**src/rtl/mpio_pkg.sv**
```systemverilog
package mpio_pkg;
  localparam int NIB_W  = 4;
  localparam int REG_W  = 8;
  localparam int PPR    = REG_W / NIB_W;

  typedef struct packed {
    logic dir;
    logic pol;
    logic sens;
    logic drv;
  } pin_cfg_t;
endpackage

```
**src/rtl/mpio_cfg_regs.sv**
```systemverilog
module mpio_cfg_regs
  import mpio_pkg::*;
#(
  parameter int           NPINS   = 4,
  parameter int           AW      = 1,
  parameter logic [NPINS-1:0] DEF_DIR = 4'b1000,
  parameter logic [NPINS-1:0] DEF_DRV = 4'b1000
) (
  input  logic                   clk,
  input  logic                   rst_n,
  input  logic                   suspend,
  input  logic                   wr_en,
  input  logic [AW-1:0]          wr_addr,
  input  logic [REG_W-1:0]       wr_data,
  input  logic [AW-1:0]          rd_addr,
  output logic [REG_W-1:0]       rd_data,
  output logic [NPINS*NIB_W-1:0] cfg_flat
);
  localparam int NREGS = NPINS / PPR;

  function automatic logic [NPINS*NIB_W-1:0] defaults();
    logic [NPINS*NIB_W-1:0] v;
    v = '0;
    for (int p = 0; p < NPINS; p++)
      v[p*NIB_W +: NIB_W] = {DEF_DIR[p], 1'b0, 1'b0, DEF_DRV[p]};
    return v;
  endfunction

  logic [NPINS*NIB_W-1:0] cfg_q;

  always_ff @(posedge clk) begin
    if (!rst_n || suspend) begin
      cfg_q <= defaults();
    end else if (wr_en) begin
      for (int r = 0; r < NREGS; r++) begin
        if (wr_addr == AW'(r)) begin
          cfg_q[(PPR*r)*NIB_W   +: NIB_W] <= wr_data[REG_W-1 -: NIB_W];
          cfg_q[(PPR*r+1)*NIB_W +: NIB_W] <= wr_data[NIB_W-1:0];
        end
      end
    end
  end

  always_comb begin
    rd_data = '0;
    for (int r = 0; r < NREGS; r++) begin
      if (rd_addr == AW'(r))
        rd_data = {cfg_q[(PPR*r)*NIB_W +: NIB_W], cfg_q[(PPR*r+1)*NIB_W +: NIB_W]};
    end
  end

  assign cfg_flat = cfg_q;
endmodule

```
**src/rtl/mpio_sync.sv**
```systemverilog
module mpio_sync #(
  parameter int W      = 4,
  parameter int STAGES = 2
) (
  input  logic         clk,
  input  logic         rst_n,
  input  logic [W-1:0] d,
  output logic [W-1:0] q
);
  logic [W-1:0] stg [STAGES];

  always_ff @(posedge clk) begin
    if (!rst_n) begin
      for (int k = 0; k < STAGES; k++) stg[k] <= '0;
    end else begin
      stg[0] <= d;
      for (int k = 1; k < STAGES; k++) stg[k] <= stg[k-1];
    end
  end

  assign q = stg[STAGES-1];
endmodule

```
**src/rtl/mpio_capture.sv**
```systemverilog
module mpio_capture
  import mpio_pkg::*;
(
  input  logic     clk,
  input  logic     rst_n,
  input  logic     suspend,
  input  pin_cfg_t cfg,
  input  logic     pin_s,
  input  logic     stat_rd,
  output logic     status
);
  logic asserted, armed, sticky_q;

  assign asserted = cfg.pol ? pin_s : ~pin_s;
  assign armed    = ~cfg.dir & cfg.sens;

  always_ff @(posedge clk) begin
    if (!rst_n || suspend) sticky_q <= 1'b0;
    else                   sticky_q <= armed & ((sticky_q & ~stat_rd) | asserted);
  end

  always_comb begin
    if (cfg.dir)       status = 1'b0;
    else if (cfg.sens) status = sticky_q;
    else               status = asserted;
  end
endmodule

```
**src/rtl/mpio_ctrl.sv**
```systemverilog
module mpio_ctrl
  import mpio_pkg::*;
#(
  parameter int               NPINS   = 4,
  parameter int               SYNC_N  = 2,
  parameter logic [NPINS-1:0] DEF_DIR = 4'b1000,
  parameter logic [NPINS-1:0] DEF_DRV = 4'b1000,
  localparam int              NREGS   = NPINS / PPR,
  localparam int              AW      = (NREGS > 1) ? $clog2(NREGS) : 1
) (
  input  logic             clk,
  input  logic             rst_n,
  input  logic             suspend,
  input  logic             cfg_wr,
  input  logic [AW-1:0]    cfg_waddr,
  input  logic [REG_W-1:0] cfg_wdata,
  input  logic [AW-1:0]    cfg_raddr,
  output logic [REG_W-1:0] cfg_rdata,
  input  logic             stat_rd,
  output logic [NPINS-1:0] status,
  input  logic [NPINS-1:0] pin_in,
  output logic [NPINS-1:0] pin_out,
  output logic [NPINS-1:0] pin_oe
);
  logic [NPINS*NIB_W-1:0] cfg_flat;
  logic [NPINS-1:0]       pin_s;

  mpio_cfg_regs #(
    .NPINS(NPINS), .AW(AW), .DEF_DIR(DEF_DIR), .DEF_DRV(DEF_DRV)
  ) u_regs (
    .clk(clk), .rst_n(rst_n), .suspend(suspend),
    .wr_en(cfg_wr), .wr_addr(cfg_waddr), .wr_data(cfg_wdata),
    .rd_addr(cfg_raddr), .rd_data(cfg_rdata), .cfg_flat(cfg_flat)
  );

  mpio_sync #(.W(NPINS), .STAGES(SYNC_N)) u_sync (
    .clk(clk), .rst_n(rst_n), .d(pin_in), .q(pin_s)
  );

  for (genvar p = 0; p < NPINS; p++) begin : g_pin
    pin_cfg_t pc;
    assign pc = pin_cfg_t'(cfg_flat[p*NIB_W +: NIB_W]);

    mpio_capture u_cap (
      .clk(clk), .rst_n(rst_n), .suspend(suspend), .cfg(pc),
      .pin_s(pin_s[p]), .stat_rd(stat_rd), .status(status[p])
    );

    assign pin_oe[p]  = pc.dir;
    assign pin_out[p] = pc.dir & pc.drv;
  end
endmodule

```
**config.mk**
```make
export PLATFORM = sky130hd
export DESIGN_NAME = mpio_ctrl
export DESIGN_NICKNAME = d
export VERILOG_FILES = /design/src/rtl/mpio_pkg.sv /design/src/rtl/mpio_cfg_regs.sv /design/src/rtl/mpio_sync.sv /design/src/rtl/mpio_capture.sv /design/src/rtl/mpio_ctrl.sv
export SDC_FILE = /design/constraint.sdc
export NUM_CORES = 1
export LEC_CHECK = 0
export BUFFER_PORTS_ARGS = -buffer_cell sky130_fd_sc_hd__buf_2
export CORE_ASPECT_RATIO = 1.5
export CORE_MARGIN = 2
export CORE_UTILIZATION = 45
export DETAILED_ROUTE_END_ITERATION = 7
export PLACE_DENSITY = 0.71
export SYNTH_ARGS = -nofsm -noshare
export SYNTH_HDL_FRONTEND = slang
export SYNTH_SLANG_ARGS = --single-unit
```
**constraint.sdc**
```tcl
create_clock -name clk -period 1.35 [get_ports clk]
set_clock_uncertainty 0.2 [all_clocks]
set_input_delay 0.27 -clock clk [delete_from_list [all_inputs] [get_ports clk]]
set_output_delay 0.27 -clock clk [all_outputs]
set_load 0.02 [all_outputs]
```
==> results.py <==
metrics = {
    "status": {
        "status": "finished, violations left",
        "violations": "hold timing, setup timing",
    },
    "power": {
        "total_power_w": 0.001805,
        "power.leakage_nw": 0.9353,
        "peakVddDrop_mv": 0.6864,
        "power.density_nw_per_um2": 920.6,
    },
    "critical_path": {
        "critical_path.n_buffers_inverters": 1,
        "cp_cell_sequence": "xor2_1 > mux2_2 > nor2_2 > buf_4",
        "slowest_delay_ns": 0.33,
        "cp.required_ns": 0.88,
        "crit_slowest_cell": "dfxtp_2",
        "path_class": "register to primary output",
        "critPathMaxFanout": 2,
        "critical-path-top-delay-family": "flip-flops",
        "worstPathArrival_ns": 1.27,
        "startpoint_type": "register",
        "critPathCaptureType": "primary output",
    },
    "min_path": {
        "min_path_type": "input port to register",
    },
    "cells_and_area": {
        "fillers": 199,
        "fin_nets": 206,
        "num_antenna_cells": 0,
        "multi_input_area_um2": 679.4,
        "area_growth_pct": 51.84,
        "drive_above_1_share": 0.6075,
        "regArea_um2": 591.8,
    },
    "clock_tree": {
        "cts-root-buf": "clkbuf_8",
        "clkSinkCount": 28,
        "cts.clk_slew.worst_paths_ns": 0.09,
        "tritoncts": "yes",
        "cts_made_buffers": 3,
        "clk_latency_ns": 0.27,
        "cts_max_path_buffers": 2,
        "cts_max_level": 1,
    },
    "floorplan": {
        "die_area_um2": 3323,
        "io_pins": 39,
        "rows": 23,
        "die_width_um": 47.74,
        "core_um2": 2705,
        "die_h_um": 69.61,
        "initial_core_util": 0.4773,
    },
    "global_route": {
        "grt_use_met3": 0.02865,
        "top_usage_layer": "met2",
        "antenna_found_initial": 0,
        "grt_max_degree": 17,
        "grtUsageTotal": 0.1833,
        "grt.overflow.total": 0,
        "grt_pass1_wl_um": 4471,
        "grt_pass1_vias": 1084,
        "grt_use_met2": 0.3289,
        "grt_util_met1": 0.1935,
    },
    "yosys": {
        "synth_xor_area_frac": 0.02713,
        "synth_mux_area_frac": 0.1667,
        "synth-seq-area-share": 0.4341,
        "synth_area_leaders": "dfxtp_1 43%, mux2_2 10%, and2_1 6.3%",
        "synth_top_family_by_area": "simple AND/OR/NAND/NOR gates",
        "syn_inst": 129,
        "synth_nets": 148,
        "yosys_warnings": 0,
        "synth.ff_latch_count": 28,
        "synth-simple-area-share": 0.2384,
        "synth-compound-area-share": 0.04457,
        "synth_area_um2": 1291,
        "synth_area_leader_cell": "dfxtp_1",
        "yosysTopAreaCellShare": 0.4341,
        "syn_area_per_cell_um2": 10.01,
        "synthAdderAreaFrac": 0,
        "ys_types": 20,
    },
    "timing": {
        "timing.final.ws_setup_ns": -0.3937,
        "grt_setup_unrepaired": "true",
        "whs_ns": -0.0001818,
        "finalHoldViolations": 1,
        "fin_crit_sh": 1.292,
        "slew_viol_final": 0,
        "worstMarginPinSlew_ns": 0.4312,
        "fmax_ghz": 0.5735,
        "min_period_ns": 1.744,
        "setup_viol": 16,
        "slew_headroom": 0.7125,
    },
    "drt": {
        "routed_via_density": 4.785,
        "wirelength_um": 2930,
        "final_antenna_net_count": 0,
        "vias": 1067,
        "first_pass_iters": 4,
        "routedWlPerCell_um": 13.14,
        "drt_first_iter_violations": 6,
        "drc": 0,
    },
    "placement": {
        "hpwlAfterDp_um": 1952,
        "io_buffers": 38,
        "place_ws_ns": -0.1469,
        "gp_congestion": 0.7262,
    },
    "run": {
        "maxCapViolations": 0,
    },
}
[metrics by stage]
step	util	hold slack, ns	cell area (um^2)	cells	setup TNS, ns
floorplan	-	0.1905	1296	129	-0.1688
global placement	0.5712	0.2183	1545	206	-1.439
detailed placement	0.5712	0.2192	1545	206	-1.521
CTS	0.6864	0.002061	1857	218	-3.109
global route	0.7248	-0.003983	1961	223	-3.868
finish	0.7248	-0.0001818	1961	223	-3.175
[cell type report]
type | instances | area share
sequential | 28 | 0.3019
clock inverter | 1 | 0.01532
multi-input combinational | 84 | 0.3465
inverter | 4 | 0.007658
clock buffer | 3 | 0.02106
tap | 37 | 0.02361
timing repair buffer | 66 | 0.2840
[final timing paths]
| path | cells after the start | to | slack, ns | start |
|---|---|---|---|---|
| max | 4 | status[0] | -0.39 | u_sync.stg[0][4] |
| min | 2 | u_sync.stg[0][0] | -0.0002 | pin_in[0] |
| max reg2reg | 3 | g_pin[0].u_cap.sticky_q | 0.10 | u_regs.cfg_flat[2] |
| min reg2reg | 1 | u_sync.stg[0][7] | 0.24 | u_sync.stg[0][3] |
[cell usage in the layout, fill, tap and decap left out, drive strengths merged]
master       netlist  layout
nor2              12      12
nand3b             2       2
and4bb             1       1
inv                4       4
nand2             17      17
and2              13      13
buf               13      64
mux2i              8       8
clkbuf             0       3
xor2               4       4
bufinv             0       1
dfxtp             28      28
dlygate4sd3        0       2
o21ai              4       4
nor4bb             3       3
a21oi              6       6
mux2              12      12
nand2b             2       2
[flip-flops by register name, summed over array words and instances (netlist names)]
name / cells
u_regs.cfg_flat: 16
g_pin.u_cap.sticky_q: 4
u_sync.stg: 8
[worst reg2reg max path, cell delays in order, from the launching register on]
cell and delay [ns]:
dfxtp_2 0.36, xor2_1 0.23, o21ai_0 0.16, nor4bb_4 0.19
[cells in the mapped netlist]
master	n
buf_4	9
nand3b_1	2
mux2_2	12
and4bb_1	1
nand2b_2	1
inv_1	4
and2_1	13
o21ai_1	2
xor2_1	4
dfxtp_1	28
nand2_1	17
nand2b_1	1
buf_2	2
mux2i_1	8
nor4bb_4	3
a21oi_2	2
nor2_1	12
buf_6	2
a21oi_1	4
o21ai_0	2
[kinds of logic after synthesis]
logic type / after synthesis
xor+xnor: 4
mux: 20
compound gates: 10
flops: 28
simple gates: 50
buf+inv: 17
[routing by layer]
layer | part of all wire | wire [um]
met1 | 0.40 | 1181
met2 | 0.55 | 1619
met3 | 0.032 | 95
met4 | 0.012 | 34
met5 | 0 | 0
[power breakdown]
group          total, W  switching (W)  internal, W  leakage (nW)
sequential     0.000859      0.0000131     0.000846         0.236
clock          0.000652       0.000255     0.000397        0.0357
combinational  0.000294       0.000134     0.000160         0.663
[timing repair]
item / in CTS / in global routing
pin swaps: 7 / 1
setup buffers: 8 / 4
hold buffers: 0 / 2
hold endpoints to repair: 0 / 2
gates resized for setup: 67 / 18
setup endpoints to repair: 19 / 19
(Power assumes the default switching activity.)
